### src/rtl/sio_cfg_pkg.sv
// Shared constants and types for the configuration access controller.
// Assumes an 8-bit configuration index space and byte-wide data.
package sio_cfg_pkg;

    localparam logic [7:0]  KEY_ENTER  = 8'h87;
    localparam logic [7:0]  KEY_EXIT   = 8'hAA;
    localparam logic [7:0]  IDX_LDN    = 8'h07;
    localparam logic [7:0]  IDX_ID_HI  = 8'h20;
    localparam logic [7:0]  IDX_ID_LO  = 8'h21;
    localparam logic [7:0]  IDX_ENABLE = 8'h30;
    localparam logic [15:0] BASE_LO    = 16'h002E;
    localparam logic [15:0] BASE_HI    = 16'h004E;
    localparam logic [11:0] ID_FAMILY  = 12'hA23;
    localparam logic [7:0]  RD_IDLE    = 8'hFF;

    typedef enum logic [1:0] {
        LK_LOCKED = 2'd0,
        LK_HALF   = 2'd1,
        LK_OPEN   = 2'd2
    } lock_state_e;

    typedef struct packed {
        logic idx_wr;
        logic data_wr;
        logic idx_rd;
        logic data_rd;
    } port_req_t;

endpackage

### src/rtl/sio_port_decode.sv
// Address decoder for the index/data port pair.
// Assumes io_wr and io_rd are not asserted together; a write wins if they are.
module sio_port_decode
    import sio_cfg_pkg::*;
#(
    parameter int ADDR_W = 16
) (
    input  logic              base_sel,
    input  logic [ADDR_W-1:0] io_addr,
    input  logic              io_wr,
    input  logic              io_rd,
    output port_req_t         req
);

    logic [ADDR_W-1:0] idx_addr;
    logic [ADDR_W-1:0] dat_addr;
    logic              hit_idx;
    logic              hit_dat;

    // Pick the strapped base and its data-port neighbour.
    always_comb begin
        idx_addr = base_sel ? ADDR_W'(BASE_HI) : ADDR_W'(BASE_LO);
        dat_addr = idx_addr + ADDR_W'(1);
    end

    assign hit_idx = (io_addr == idx_addr);
    assign hit_dat = (io_addr == dat_addr);

    // Qualify the port hits with the bus cycle type.
    always_comb begin
        req.idx_wr  = io_wr && hit_idx;
        req.data_wr = io_wr && hit_dat;
        req.idx_rd  = io_rd && !io_wr && hit_idx;
        req.data_rd = io_rd && !io_wr && hit_dat;
    end

endmodule

### src/rtl/sio_key_fsm.sv
// Unlock sequencer: two index-port writes of the enter key open the space,
// and one exit key closes it. Any other port write between keys restarts.
// Assumes a decoded port request from sio_port_decode.
module sio_key_fsm
    import sio_cfg_pkg::*;
(
    input  logic       clk,
    input  logic       rst_n,
    input  port_req_t  req,
    input  logic [7:0] wdata,
    output logic       cfg_open,
    output logic       exit_evt
);

    lock_state_e state_q;
    lock_state_e state_d;
    logic        key_in;

    assign key_in   = req.idx_wr && (wdata == KEY_ENTER);
    assign cfg_open = (state_q == LK_OPEN);
    assign exit_evt = cfg_open && req.idx_wr && (wdata == KEY_EXIT);

    // Next-state selection for the key sequencer.
    always_comb begin
        state_d = state_q;
        case (state_q)
            LK_LOCKED: if (key_in) state_d = LK_HALF;
            LK_HALF: begin
                if (key_in)                          state_d = LK_OPEN;
                else if (req.idx_wr || req.data_wr)  state_d = LK_LOCKED;
            end
            LK_OPEN:   if (exit_evt) state_d = LK_LOCKED;
            default:   state_d = LK_LOCKED;
        endcase
    end

    // State register, locked out of reset.
    always_ff @(posedge clk) begin
        if (!rst_n) state_q <= LK_LOCKED;
        else        state_q <= state_d;
    end

    AST_OPEN_NEEDS_KEYS: assert property (@(posedge clk) disable iff (!rst_n)
        $rose(cfg_open) |-> ($past(state_q) == LK_HALF) && $past(key_in));

    AST_EXIT_LOCKS: assert property (@(posedge clk) disable iff (!rst_n)
        (cfg_open && req.idx_wr && wdata == KEY_EXIT) |=> !cfg_open);

endmodule

### src/rtl/sio_reg_bank.sv
// Configuration register file: index register, logical-device selector,
// chip identity, per-device enable bytes, forwarding strobes for banked
// indexes above the enable byte, and the registered read-data path.
// Assumes NUM_DEV is at most 255 and that function blocks present their
// banked read data combinationally on dev_rdata.
module sio_reg_bank
    import sio_cfg_pkg::*;
#(
    parameter int         NUM_DEV  = 16,
    parameter logic [3:0] CHIP_REV = 4'h5
) (
    input  logic                 clk,
    input  logic                 rst_n,
    input  port_req_t            req,
    input  logic [7:0]           wdata,
    input  logic                 cfg_open,
    input  logic                 exit_evt,
    input  logic [NUM_DEV*8-1:0] dev_rdata,
    output logic [7:0]           io_rdata,
    output logic [NUM_DEV*8-1:0] dev_enable,
    output logic [NUM_DEV-1:0]   dev_wr_stb,
    output logic [NUM_DEV-1:0]   dev_rd_stb,
    output logic [7:0]           dev_reg_idx,
    output logic [7:0]           dev_reg_wdata
);

    localparam int          SEL_W   = (NUM_DEV > 1) ? $clog2(NUM_DEV) : 1;
    localparam logic [15:0] CHIP_ID = {ID_FAMILY, CHIP_REV};

    logic [7:0]       index_q;
    logic [7:0]       ldn_q;
    logic [SEL_W-1:0] sel;
    logic             dev_known;
    logic             ext_idx;
    logic             en_wr;
    logic             ext_wr;
    logic             ext_rd;
    logic [7:0]       en_q   [NUM_DEV];
    logic [7:0]       dev_rd [NUM_DEV];
    logic [NUM_DEV-1:0] wr_hit;
    logic [NUM_DEV-1:0] rd_hit;
    logic [7:0]       rd_val;

    assign sel       = ldn_q[SEL_W-1:0];
    assign dev_known = (ldn_q < 8'(NUM_DEV));
    assign ext_idx   = (index_q > IDX_ENABLE);
    assign en_wr     = cfg_open && req.data_wr && (index_q == IDX_ENABLE) && dev_known;
    assign ext_wr    = cfg_open && req.data_wr && ext_idx && dev_known;
    assign ext_rd    = cfg_open && req.data_rd && ext_idx && dev_known;

    // Index register: cleared by reset and on leaving configuration mode.
    always_ff @(posedge clk) begin
        if (!rst_n)                        index_q <= 8'h00;
        else if (exit_evt)                 index_q <= 8'h00;
        else if (cfg_open && req.idx_wr)   index_q <= wdata;
    end

    // Logical-device selector, kept across lock and unlock.
    always_ff @(posedge clk) begin
        if (!rst_n)                                          ldn_q <= 8'h00;
        else if (cfg_open && req.data_wr && index_q == IDX_LDN) ldn_q <= wdata;
    end

    for (genvar d = 0; d < NUM_DEV; d++) begin : g_dev
        // Enable byte of device d, written only while it is selected.
        always_ff @(posedge clk) begin
            if (!rst_n)                              en_q[d] <= 8'h00;
            else if (en_wr && sel == SEL_W'(d))      en_q[d] <= wdata;
        end
        assign dev_enable[d*8 +: 8] = en_q[d];
        assign dev_rd[d]            = dev_rdata[d*8 +: 8];
        assign wr_hit[d]            = ext_wr && (sel == SEL_W'(d));
        assign rd_hit[d]            = ext_rd && (sel == SEL_W'(d));
    end

    // One-cycle strobes toward the function blocks.
    always_ff @(posedge clk) begin
        if (!rst_n) begin
            dev_wr_stb <= '0;
            dev_rd_stb <= '0;
        end else begin
            dev_wr_stb <= wr_hit;
            dev_rd_stb <= rd_hit;
        end
    end

    // Offset and data that accompany a forwarded banked access.
    always_ff @(posedge clk) begin
        if (!rst_n) begin
            dev_reg_idx   <= 8'h00;
            dev_reg_wdata <= 8'h00;
        end else begin
            if (ext_wr || ext_rd) dev_reg_idx   <= index_q;
            if (ext_wr)           dev_reg_wdata <= wdata;
        end
    end

    // Read multiplexer over ports, global registers and the selected bank.
    always_comb begin
        rd_val = 8'h00;
        if (!cfg_open) begin
            rd_val = RD_IDLE;
        end else if (req.idx_rd) begin
            rd_val = index_q;
        end else begin
            case (index_q)
                IDX_LDN:    rd_val = ldn_q;
                IDX_ID_HI:  rd_val = CHIP_ID[15:8];
                IDX_ID_LO:  rd_val = CHIP_ID[7:0];
                IDX_ENABLE: rd_val = dev_known ? en_q[sel] : 8'h00;
                default:    rd_val = (ext_idx && dev_known) ? dev_rd[sel] : 8'h00;
            endcase
        end
    end

    // Registered read data, idle value outside read cycles.
    always_ff @(posedge clk) begin
        if (!rst_n)                         io_rdata <= RD_IDLE;
        else if (req.idx_rd || req.data_rd) io_rdata <= rd_val;
        else                                io_rdata <= RD_IDLE;
    end

    AST_STB_ONEHOT: assert property (@(posedge clk) disable iff (!rst_n)
        $onehot0(dev_wr_stb) && $onehot0(dev_rd_stb));

    AST_LOCKED_NO_STB: assert property (@(posedge clk) disable iff (!rst_n)
        (dev_wr_stb != '0) |-> $past(cfg_open));

    AST_LOCKED_READ_IDLE: assert property (@(posedge clk) disable iff (!rst_n)
        (!cfg_open && (req.idx_rd || req.data_rd)) |=> (io_rdata == RD_IDLE));

    AST_INDEX_CLEARED: assert property (@(posedge clk) disable iff (!rst_n)
        $fell(cfg_open) |-> (index_q == 8'h00));

    AST_LDN_HELD_LOCKED: assert property (@(posedge clk) disable iff (!rst_n)
        !cfg_open |=> $stable(ldn_q));

    AST_ID_HIGH_BYTE: assert property (@(posedge clk) disable iff (!rst_n)
        (cfg_open && req.data_rd && index_q == IDX_ID_HI) |=> (io_rdata == 8'hA2));

endmodule

### src/rtl/sio_cfg_ctrl.sv
// Top of the configuration access controller: port decode, key sequencer
// and register bank. Assumes one bus cycle per clock, with io_wr and io_rd
// each held for one cycle per access.
module sio_cfg_ctrl
    import sio_cfg_pkg::*;
#(
    parameter int         ADDR_W   = 16,
    parameter int         NUM_DEV  = 16,
    parameter logic [3:0] CHIP_REV = 4'h5
) (
    input  logic                 clk,
    input  logic                 rst_n,
    input  logic                 base_sel,
    input  logic [ADDR_W-1:0]    io_addr,
    input  logic                 io_wr,
    input  logic                 io_rd,
    input  logic [7:0]           io_wdata,
    output logic [7:0]           io_rdata,
    input  logic [NUM_DEV*8-1:0] dev_rdata,
    output logic [NUM_DEV*8-1:0] dev_enable,
    output logic [NUM_DEV-1:0]   dev_wr_stb,
    output logic [NUM_DEV-1:0]   dev_rd_stb,
    output logic [7:0]           dev_reg_idx,
    output logic [7:0]           dev_reg_wdata
);

    port_req_t req;
    logic      cfg_open;
    logic      exit_evt;

    sio_port_decode #(.ADDR_W(ADDR_W)) u_decode (
        .base_sel (base_sel),
        .io_addr  (io_addr),
        .io_wr    (io_wr),
        .io_rd    (io_rd),
        .req      (req)
    );

    sio_key_fsm u_key (
        .clk      (clk),
        .rst_n    (rst_n),
        .req      (req),
        .wdata    (io_wdata),
        .cfg_open (cfg_open),
        .exit_evt (exit_evt)
    );

    sio_reg_bank #(.NUM_DEV(NUM_DEV), .CHIP_REV(CHIP_REV)) u_bank (
        .clk           (clk),
        .rst_n         (rst_n),
        .req           (req),
        .wdata         (io_wdata),
        .cfg_open      (cfg_open),
        .exit_evt      (exit_evt),
        .dev_rdata     (dev_rdata),
        .io_rdata      (io_rdata),
        .dev_enable    (dev_enable),
        .dev_wr_stb    (dev_wr_stb),
        .dev_rd_stb    (dev_rd_stb),
        .dev_reg_idx   (dev_reg_idx),
        .dev_reg_wdata (dev_reg_wdata)
    );

endmodule

### config.mk
export PLATFORM = sky130hd
export DESIGN_NAME = sio_cfg_ctrl
export DESIGN_NICKNAME = d
export VERILOG_FILES = /design/src/rtl/sio_cfg_pkg.sv /design/src/rtl/sio_port_decode.sv /design/src/rtl/sio_key_fsm.sv /design/src/rtl/sio_reg_bank.sv /design/src/rtl/sio_cfg_ctrl.sv
export SDC_FILE = /design/constraint.sdc
export NUM_CORES = 1
export LEC_CHECK = 0
export BUFFER_PORTS_ARGS = -buffer_cell sky130_fd_sc_hd__buf_2
export CAP_MARGIN = 30
export CORE_ASPECT_RATIO = 0.7
export CORE_MARGIN = 5
export CORE_UTILIZATION = 25
export CTS_CLUSTER_SIZE = 24
export DETAILED_ROUTE_END_ITERATION = 8
export PLACE_DENSITY = 0.52
export SLEW_MARGIN = 20
export SYNTH_ARGS = -nofsm -noshare
export SYNTH_HDL_FRONTEND = slang
export SYNTH_SLANG_ARGS = --single-unit
export TNS_END_PERCENT = 50
### constraint.sdc
create_clock -name clk -period 4.2 [get_ports clk]
set_input_delay 0.42 -clock clk [delete_from_list [all_inputs] [get_ports clk]]
set_output_delay 0.42 -clock clk [all_outputs]
set_load 0.01 [all_outputs]
### After elaboration in Yosys (flattened, before gate mapping)

Memory sizes are Yosys's and may differ from the RTL's. A register that Yosys moved wholly into a read port is not among the register bits.
Index checks and enable logic that the tools add are counted.
W data, S select, Z words.

* register bits after elaboration: 74
* RAM bits: 128
* bits of input ports: 157
* output and inout port bits: 184
* word-level logic and storage cells: 214
* memories: 1

* add/subtract/negate cells: 1
* $lt $le $gt $ge: 3
* eq/ne operators: 28
* multiplexer cells: 80
* bitwise operators: 18
* reductions and logical operators: 75

Memories
* u_bank.en_q: words 16, bits a word 8, rd ports 17, clocked after Yosys merged registers in 1, write ports 16, line sio_reg_bank.sv:38 `logic [7:0] en_q [NUM_DEV];`

Operators by type and width (count)
* $mux W8: 21
* $logic_and A1 B1 Y1: 66
* $mux W1: 49
* $bmux W8 S4: 1
* $eq A16 B16 Y1: 2
* $eq A4 B4 Y1 const B: 8
* $pmux W8 S4: 1
* $eq A8 B6 Y1 const B: 3
* $add A16 B1 Y16 const B: 1
* $eq A4 B3 Y1 const B: 4
* $eq A8 B8 Y1 const B: 2
* $or A1 B1 Y1: 16
* $eq A4 B2 Y1 const B: 2
* $eq A8 B3 Y1 const B: 1
* $gt A8 B6 Y1 const B: 1
* $lt A8 B5 Y1 const B: 1
* $mux W2: 4
* $mux W4: 2
* $mux W7: 1
* $pmux W2 S3: 1
* $reduce_and A3 Y1: 2
* $ge A5 B5 Y1 const B: 1
* $not A4 Y5: 1
* $eq A4 B1 Y1 const B: 1
* 11 further kinds: 13

### Logic depth before layout (Yosys ltp)

Gate-level depths: netlist of run 1.

* depth in word-level cells: 12
* gate-level depth with buffers: 7

### Hierarchy

From an unflattened synthesis of run 1, not the netlist that was laid out.

* cell total of the unflattened synthesis: 787
* area, all modules: 10067.2 µm²

Modules (own cells, without submodules)
* sio_reg_bank: instances 1, cells each 755, area an instance 9775.6 µm², sequential area each 5365.1 µm²
* sio_key_fsm: instances 1, cells each 17, area an instance 163.9 µm², sequential area each 40.0 µm²
* sio_port_decode: instances 1, cells each 15, area an instance 127.6 µm², sequential area each 0.0 µm²

### Worst setup path before layout of run 1

No wires, ideal clock.

* path type: input to register
* start: input port io_addr[11]
* end: memory u_bank.en_q[10][0] (enable)
* library setup time: 384 ps
* data arrival time: 2580 ps
* slack: 1236 ps
* stages on the path: 5
* cells stage by stage: nor3_1 -> nand2_1 -> or4_4 -> or4_4 -> o21ai_0

RTL lines
* start: declaration: line sio_cfg_ctrl.sv:14 `input logic [ADDR_W-1:0] io_addr,`
* end: declaration: line sio_reg_bank.sv:38

==> results_dict.tcl, run 1 <==
set metrics [dict create \
    cp_common_cell "or4_4" \
    yosys_warnings 0 \
    gp_congestion 0.8520 \
    swShare_pct 24.19 \
    crit_path_end_kind "flip-flop" \
    slowest_stage "or4_4" \
    port_buffers 340 \
    clock_sinks 206 \
    setup_viol 0 \
    regArea_um2 5409 \
    crit_arrival_ps 3140 \
    multi_input_area_um2 4369 \
    drcViolationCount 0 \
    cts_setup_buffers 0 \
    p_clk_share_pct 44.5 \
    period_needed_ps 2992 \
    min_path_type "input port to flip-flop" \
    grt_overflow 0 \
    final_common_cell "buf_2" \
    ys_ff_latch 206 \
    hold_viol 0 \
    cts_buffers 22 \
    finClkSkew_ps 11.42 \
    status "complete, no violations" \
    cts_tree "done" \
    period_share_pct 71.24 \
    syn-cell-area_um2 10020 \
    wl_um 41050 \
    yosysSeqAreaShare_pct 53.95 \
    nets 1247 \
    synth-async-reset-ratio_pct 0 \
    clock_latency_ps 530 \
    seqPwrFrac_pct 48.2 \
    synth_edf_count 128 \
    netlist-cell-type-count 50 \
    dpl_cell_area_um2 12310 \
    grt_pass1_wl_um 57950 \
    die_area_um2 44240 \
    holdBufCountCts 0 \
    syn_nets 920 \
    vias 7906 \
    final_cell_area_um2 13090 \
    drt-vias-per-instance 4.812 \
    clk_pin_slew_ps 70 \
    p_switching_mw 1.133 \
    crit_type "flip-flop to flip-flop" \
    worstPathCellList "nor2b_1 -> nand2_1 -> or4_4 -> or4_4 -> o21ai_1" \
    hpwl_um 31660 \
    relSlewSlack_pct 36.48 \
    synth_flop_cell "edfxtp_1" \
    cp-start-kind "flip-flop" \
    syn_area_per_cell_um2 13.13 \
    synth_top_cell_by_area "edfxtp_1" \
    syn_inst 763 \
    start_util_pct 25.24 \
    antenna_found_initial 0 \
    drt_iter0_markers 629 \
    max_freq_mhz 334.2 \
    design.core.area_um2 39690 \
    cap_violations 0 \
    drive_gt1_share_pct 44.67 \
    worstMarginPinSlew_ps 951.5 \
    final_cell_mix "buf_2, and2_1, edfxtp_1" \
    report.final.slew_viol_count 0 \
    grt_pass1_vias 8180 \
    synth_top_area_share_pct 38.37 \
    ir_worst_vdd_mv 0.2488 \
    tns_ps 0 \
    rows 61 \
    die-height_um 177.5 \
    p_int_mw 3.552 \
    finish.utilization_pct 32.99 \
    die_w_um 249.3 \
    boundaryPins 341 \
    ctsResizeCount 0 \
    avgRoutedWirePerCell_um 24.99 \
    p_leak_nw 5.197 \
    nFillCells 4034 \
    h-tree-depth 1 \
    syn2layout_area_growth_pct 30.69 \
    clk_root_buffer_cell "clkbuf_16" \
    clock_path_buffers 3 \
    ys_top_cells_by_area "edfxtp_1, dfxtp_1, mux4_2" \
    critPathRequiredTime_ps 4350 \
    drtPass1Iterations 5 \
    grtUsageTotal_pct 17.77 \
    crit_fanout 14 \
    pwr-share-comb_pct 7.3 \
    drtAntennaViolNets 0 \
    grt_start_max_net_pins 44 \
    power.total_mw 4.685 \
    rsz0062_at_grt "false" \
    powerDensity_nw_per_um2 357.8 \
    max_stage_delay_ps 640 \
]
==> state kept, by name, summed over array words and instances, names as in the netlist, named ones only <==
signal and flops:
u_bank.index_q 8, u_bank.dev_reg_wdata 8, u_key.state_q 2, u_bank.dev_reg_idx 8, u_bank.dev_wr_stb 16, u_bank.en_q 128, u_bank.ldn_q 8, u_bank.io_rdata 8
u_bank.dev_rd_stb 16
==> power groups by stage <==
| stage | sequential, mW | combinational (mW) | clock, mW |
|---|---|---|---|
| 5_1_grt | 2.26 | 0.368 | 2.20 |
| 3_3_place_gp | 2.30 | 0.344 | 0 |
| 2_1_floorplan | 2.31 | 0.104 | 0 |
| 4_1_cts | 2.26 | 0.349 | 2.12 |
| 6_report | 2.26 | 0.342 | 2.09 |
| 3_5_place_dp | 2.30 | 0.348 | 0 |
==> kinds of logic after synthesis <==
group,count (synthesis),share of synthesized area (%)
buf+inv,62,2.498
simple gates,302,18.77
compound gates,87,6.195
flops,206,53.95
mux,106,18.58
==> metrics by stage <==
step / hold WS, ps / setup WS (ps) / instances
after floorplan: 504.5 / 1236 / 763
after global placement: 496.0 / 792.5 / 1598
after detailed placement: 504.4 / 739.6 / 1599
after CTS: 452.7 / 1201 / 1639
after global routing: 467.3 / 1074 / 1641
final: 463.3 / 1208 / 1643
==> worst max-delay path: cells and delay by family (launching register included) <==
family,cells,cell delay [ps]
and+or+nand+nor,4,1610
AOI/OAI and AO/OA,1,610
DFF,1,370
==> layout make-up <==
cell class | count | share of cell area (%)
flip-flops and latches | 206 | 41.31
repair buffers | 363 | 14.35
clock buffers | 24 | 4.425
clock inverters | 16 | 1.328
inverters | 2 | 0.05734
diodes | 2 | 0.03823
multi-input cells | 495 | 33.37
well taps | 535 | 5.113
==> worst paths after layout <==
check,startpoint,end,slack (ps),cells past startpoint
max reg2reg,u_key.state_q[1],u_bank.en_q[0][0],1210,5
min,io_wdata[5],u_bank.ldn_q[5],460,3
min reg2reg,u_bank.dev_reg_wdata[7],u_bank.dev_reg_wdata[7],510,2
max,u_key.state_q[1],u_bank.en_q[0][0],1210,5
==> synth_stat cells (all sizes together), types with 4 or more instances <==
| cell | count |
|---|---|
| a211oi | 21 |
| a21oi | 12 |
| a22oi | 10 |
| and2 | 129 |
| buf | 24 |
| clkbuf | 36 |
| dfxtp | 78 |
| edfxtp | 128 |
| mux2i | 42 |
| mux4 | 64 |
| nand2 | 25 |
| nand2b | 4 |
| nand3 | 5 |
| nand4 | 4 |
| nor2 | 51 |
| nor2b | 39 |
| nor3 | 16 |
| nor3b | 5 |
| nor4 | 4 |
| o21ai | 22 |
| o31ai | 4 |
| o32a | 7 |
| or4 | 7 |
==> per-layer routing <==
metal | part of all wire (%) | routed length [µm] | vias up | GRT usage (%)
met3 | 6.7 | 2768 | 35 | 4.205
met5 | 0 | 0 | - | 0
met1 | 47 | 19350 | 4040 | 25.89
met4 | 1.3 | 516 | 0 | 2.514
met2 | 45 | 18420 | 307 | 27.70
li1 | - | - | 3524 | -
Note: power is estimated with default switching activity, not from simulation.
==> run 2: changes to the inputs <==
--- a/config.mk
+++ b/config.mk
@@ -12,7 +12,7 @@
 export CORE_UTILIZATION = 25
 export CTS_CLUSTER_SIZE = 24
 export DETAILED_ROUTE_END_ITERATION = 8
-export PLACE_DENSITY = 0.52
+export PLACE_DENSITY = 0.53
 export SLEW_MARGIN = 20
 export SYNTH_ARGS = -nofsm -noshare
 export SYNTH_HDL_FRONTEND = slang
==> constraint.sdc (replaced) <==
create_clock -name clk -period 2.52 [get_ports clk]
set_input_delay 0.252 -clock clk [delete_from_list [all_inputs] [get_ports clk]]
set_output_delay 0.252 -clock clk [all_outputs]
set_load 0.01 [all_outputs]
==> run 2 against run 1 <==
- combinational power grew 73%
- first-iteration DRC count is 2.5% lower
- wire length down 1.5%
- sequential cell count unchanged
- total power increased by 65%
- final area up 3.8%
- clock power rose by 62%
- via count up 1.6%
- cell count is 3.2% higher
- largest cell class unchanged
- highest routed layer unchanged
==> results_dict.tcl, run 2 (same netlist as run 1, synthesis figures left out) <==
set metrics [dict create \
    status "complete, no violations" \
    clock_latency_ps 530 \
    clock_sinks 206 \
    crit_type "flip-flop to flip-flop" \
    crit_path_end_kind "flip-flop" \
    clock_path_buffers 3 \
    drtAntennaViolNets 0 \
    power.total_mw 7.739 \
    finClkSkew_ps 14.02 \
    relSlewSlack_pct 55.46 \
    grt_overflow 0 \
    r2r_cells 6 \
    final_common_cell "buf_2" \
    timing.rr.start "u_key.state_q[1]" \
    die_area_um2 44240 \
    whs_path_depth 3 \
    setup_viol 0 \
    grt_pass1_vias 8358 \
    min_path_type "input port to flip-flop" \
    critPathLaunch "u_key.state_q[1]" \
    p_int_mw 5.931 \
    gp_congestion 0.8153 \
    period_needed_ps 2448 \
    hpwl_um 31700 \
    swShare_pct 23.36 \
    seqPwrFrac_pct 48.7 \
    crit_fanout 8 \
    largest_register_ffs 128 \
    drtPass1Iterations 5 \
    p_switching_mw 1.808 \
    cap_violations 0 \
    grtUsageTotal_pct 17.77 \
    drt_iter0_markers 613 \
    ir_worst_vdd_mv 0.3831 \
    period_share_pct 97.15 \
    max_freq_mhz 408.5 \
    clk_root_buffer_cell "clkbuf_16" \
    powerDensity_nw_per_um2 569.4 \
    report.final.slew_viol_count 0 \
    drcViolationCount 0 \
    diodes 0 \
    drive_gt1_share_pct 47.03 \
    cp-start-kind "flip-flop" \
    cts_tree "done" \
    regToRegSetupSlack_ps 70 \
    port_buffers 340 \
    p_leak_nw 5.473 \
    crit_arrival_ps 2690 \
    wl_um 40430 \
    rsz0062_at_grt "false" \
    die-height_um 177.5 \
    clk_pin_slew_ps 60 \
    placed_cells 1656 \
    finish.utilization_pct 34.25 \
    hold_viol 0 \
    pwr-share-comb_pct 7.6 \
    boundaryPins 341 \
    syn2layout_area_growth_pct 35.67 \
    p_clk_share_pct 43.7 \
    rr_endpoint "u_bank.en_q[6][0]" \
    start_util_pct 25.24 \
    grt_start_max_net_pins 31 \
    nets 1303 \
    design.core.area_um2 39690 \
    cts_buffers 23 \
    regMostFlops "u_bank.en_q" \
    hp-start "rst_n" \
    drt-vias-per-instance 4.736 \
    worstMarginPinSlew_ps 666.7 \
    critPathRequiredTime_ps 2760 \
    h-tree-depth 1 \
    rows 61 \
    reg.largest.list "u_bank.en_q x128, u_bank.dev_rd_stb x16, u_bank.dev_wr_stb x16" \
    final_cells 1696 \
    avgRoutedWirePerCell_um 23.84 \
    grt_pass1_wl_um 58020 \
    vias 8033 \
    antenna_found_initial 0 \
    die_w_um 249.3 \
    final_cell_mix "buf_2, and2_1, edfxtp_1" \
    cts_setup_buffers 0 \
]
[run 2: changes by cell type in the layout (fill, tap and decap cells not counted), sizes merged]
cell      delta
clkinv       -2
inv          -2
clkinvlp     +1
diode        -2
buf         +55
clkbuf       +3
[run 2: worst max path at each step]
stage	cells past startpoint	to	slack, ps
after floorplan	5	u_bank.en_q[2][0]	-80
final	6	u_bank.en_q[6][0]	70
after CTS	6	u_bank.en_q[6][5]	20
after global placement	7	u_bank.en_q[6][6]	-140
after global routing	6	u_bank.en_q[6][2]	7
after detailed placement	7	u_bank.en_q[6][0]	-160
[run 2: repair_timing]
item	in CTS	in global routing
resized for setup	0	2
hold buffers	0	0
setup endpoints to repair	0	54
[run 2: metrics by stage]
stage               TNS, ps  setup slack (ps)  instance area (µm²)  hold WS (ps)
detailed placement   -10690            -157.4                12850         501.1
floorplan             -5365            -75.96                10020         504.5
finish                    0             71.76                13590         283.7
global route              0             6.503                13590         295.0
global placement      -9365            -136.3                12840         493.1
CTS                       0             24.43                13580         268.2
[run 2: layout make-up]
cell class | instances | area [µm²]
Clock inverter | 13 | 143.9
Inverter | 2 | 7.507
Timing Repair Buffer | 418 | 2387
Tap cell | 535 | 669.4
Sequential cell | 206 | 5409
Multi-Input combinational cell | 495 | 4384
Fill cell | 4009 | 26100
Clock buffer | 27 | 590.6
[run 2: critical path, stage by stage (launching register included)]
cell	delay, ps
dfxtp_1	360
nor2b_2	190
nand2_1	100
or4_4	530
or4b_4	610
o21ai_2	200
buf_12	150
[run 2: metal layers]
metal / GRT usage [%] / vias up / part of all wire, %
met5: 0 / - / 0
li1: - / 3624 / -
met4: 2.605 / 0 / 1.4
met2: 27.38 / 309 / 45
met1: 26.17 / 4062 / 47
met3: 4.146 / 38 / 7.4
[run 2: power groups by stage]
stage	clock network, mW	registers (mW)	logic, mW
after floorplan	0	3.85	0.174
after global placement	0	3.84	0.588
after detailed placement	0	3.84	0.593
after CTS	3.46	3.77	0.595
after global routing	3.58	3.78	0.635
final	3.38	3.77	0.590
==> run 3: changes to the inputs <==
--- a/config.mk
+++ b/config.mk
@@ -13,6 +13,7 @@
 export CTS_CLUSTER_SIZE = 24
 export DETAILED_ROUTE_END_ITERATION = 8
 export PLACE_DENSITY = 0.53
+export RECOVER_POWER = 50
 export SLEW_MARGIN = 20
 export SYNTH_ARGS = -nofsm -noshare
 export SYNTH_HDL_FRONTEND = slang
==> run 3 against run 2 <==
- fmax rose by 0.40%
- clock-buffer cell count unchanged
- total power is 0.43% lower
- clock skew down 1.4 ps
- largest power group unchanged
- clock power hardly changed
- combinational power down 5.3%
- largest cell class unchanged
==> results_dict.tcl, run 3 (same netlist as run 1, synthesis figures left out) <==
set metrics [dict create \
    min_path_type "input port to flip-flop" \
    grt_pass1_wl_um 58020 \
    drtAntennaViolNets 0 \
    max_freq_mhz 410.1 \
    period_share_pct 96.76 \
    cts_buffers 23 \
    regToRegSetupSlack_ps 80 \
    die-height_um 177.5 \
    gp_congestion 0.8153 \
    die_w_um 249.3 \
    cap_violations 0 \
    nFillCells 4102 \
    finish.utilization_pct 33.52 \
    port_buffers 340 \
    drt_iter0_markers 580 \
    dpl_cell_area_um2 12850 \
    ir_worst_vdd_mv 0.3774 \
    final_common_cell "clkbuf_1" \
    grt_pass1_vias 8358 \
    crit_path_end_kind "flip-flop" \
    antenna_found_initial 0 \
    crit_fanout 8 \
    finClkSkew_ps 12.64 \
    hpwl_um 31700 \
    final_cell_area_um2 13300 \
    cp-start-kind "flip-flop" \
    rr_endpoint "u_bank.en_q[6][0]" \
    nets 1303 \
    wl_um 40470 \
    placed_cells 1656 \
    hold_ws_ps 280.2 \
    relSlewSlack_pct 39.43 \
    hp-start "rst_n" \
    clk_pin_slew_ps 70 \
    hold_viol 0 \
    report.final.slew_viol_count 0 \
    grtUsageMet3_pct 4.146 \
    vias 8011 \
    grtUsageTotal_pct 17.77 \
    min_to "u_bank.ldn_q[0]" \
    diodes 0 \
    design.core.area_um2 39690 \
    met1_usage_pct 26.17 \
    grt_overflow 0 \
    crit_arrival_ps 2680 \
    final_cell_mix "clkbuf_1, buf_2, edfxtp_1" \
    clk_root_buffer_cell "clkbuf_16" \
    start_util_pct 25.24 \
    die_area_um2 44240 \
    avgRoutedWirePerCell_um 23.86 \
    whs_path_depth 3 \
    layout_setup_ws_ps 81.63 \
    power.total_mw 7.706 \
    use_met2_pct 27.38 \
    crit_type "flip-flop to flip-flop" \
    powerDensity_nw_per_um2 579.2 \
    tns_ps 0 \
    h-tree-depth 1 \
    pre_cts_ws_ps -157.4 \
    clock_sinks 206 \
    syn2layout_area_growth_pct 32.78 \
    clock_path_buffers 3 \
    p_leak_nw 4.834 \
    busiest_layer "met2" \
    setup_viol 0 \
    largest_register_ffs 128 \
    critPathLaunch "u_key.state_q[1]" \
    timing.rr.start "u_key.state_q[1]" \
    drt-vias-per-instance 4.723 \
    cts_tree "done" \
    critPathRequiredTime_ps 2760 \
    final_cells 1696 \
    period_needed_ps 2438 \
    clock_latency_ps 530 \
    rsz0062_at_grt "false" \
    grt_start_max_net_pins 31 \
    rows 61 \
    r2r_cells 6 \
    reg.largest.list "u_bank.en_q x128, u_bank.dev_rd_stb x16, u_bank.dev_wr_stb x16" \
    drive_gt1_share_pct 30.49 \
    status "complete, no violations" \
    worstMarginPinSlew_ps 908.6 \
    drcViolationCount 0 \
    regMostFlops "u_bank.en_q" \
    drtPass1Iterations 4 \
    boundaryPins 341 \
]
## run 3: cell types whose count changed in the layout (fill, tap and decap cells not counted), moves of 2 or more
cell,change
clkbuf_1,+189
buf_2,-184
buf_4,-9
and2_0,+4
and2_1,-4
clkbuf_2,+3
nor3_4,-2
## run 3: layer usage
metal | wire (µm) | up-vias
met5 | 0 | -
met2 | 18070 | 286
li1 | - | 3628
met3 | 2847 | 38
met1 | 18970 | 4059
met4 | 576 | 0
## run 3: how the worst max path moves through the flow
stage	to	slack, ps	cells past startpoint
floorplan	u_bank.en_q[2][0]	-80	5
global placement	u_bank.en_q[6][6]	-140	7
detailed placement	u_bank.en_q[6][0]	-160	7
CTS	u_bank.en_q[6][5]	20	6
global route	u_bank.en_q[6][2]	6	6
finish	u_bank.en_q[6][0]	80	6
## run 3: final cells by class
class                   instances  area [µm²]  area share, %
flip-flops and latches        206        5409          40.66
multi-input cells             495        4352          32.71
repair buffers                418        2131          16.02
well taps                     535       669.4          5.032
clock buffers                  27       590.6          4.439
clock inverters                13       143.9          1.082
inverters                       2       7.507        0.05643
## run 3: worst max-delay path, stage by stage, from the launching register on
cell and delay (ps):
dfxtp_1 360, nor2b_2 190, nand2_1 100, or4_4 530
or4b_4 610, o21ai_2 200, buf_12 150
## run 3: repair_timing
action                     4_1_cts  5_1_grt
gates resized for setup          0        2
setup buffers                    0        0
hold buffers                     0        0
setup endpoints to repair        0       54
## run 3: where the power goes
group          leakage, nW  internal (mW)  switching (mW)  total (mW)
Clock                0.353           1.98            1.40        3.37
Combinational         2.63          0.247           0.312       0.559
Sequential            1.85           3.68          0.0942        3.77
Total                 4.83           5.90            1.80        7.71
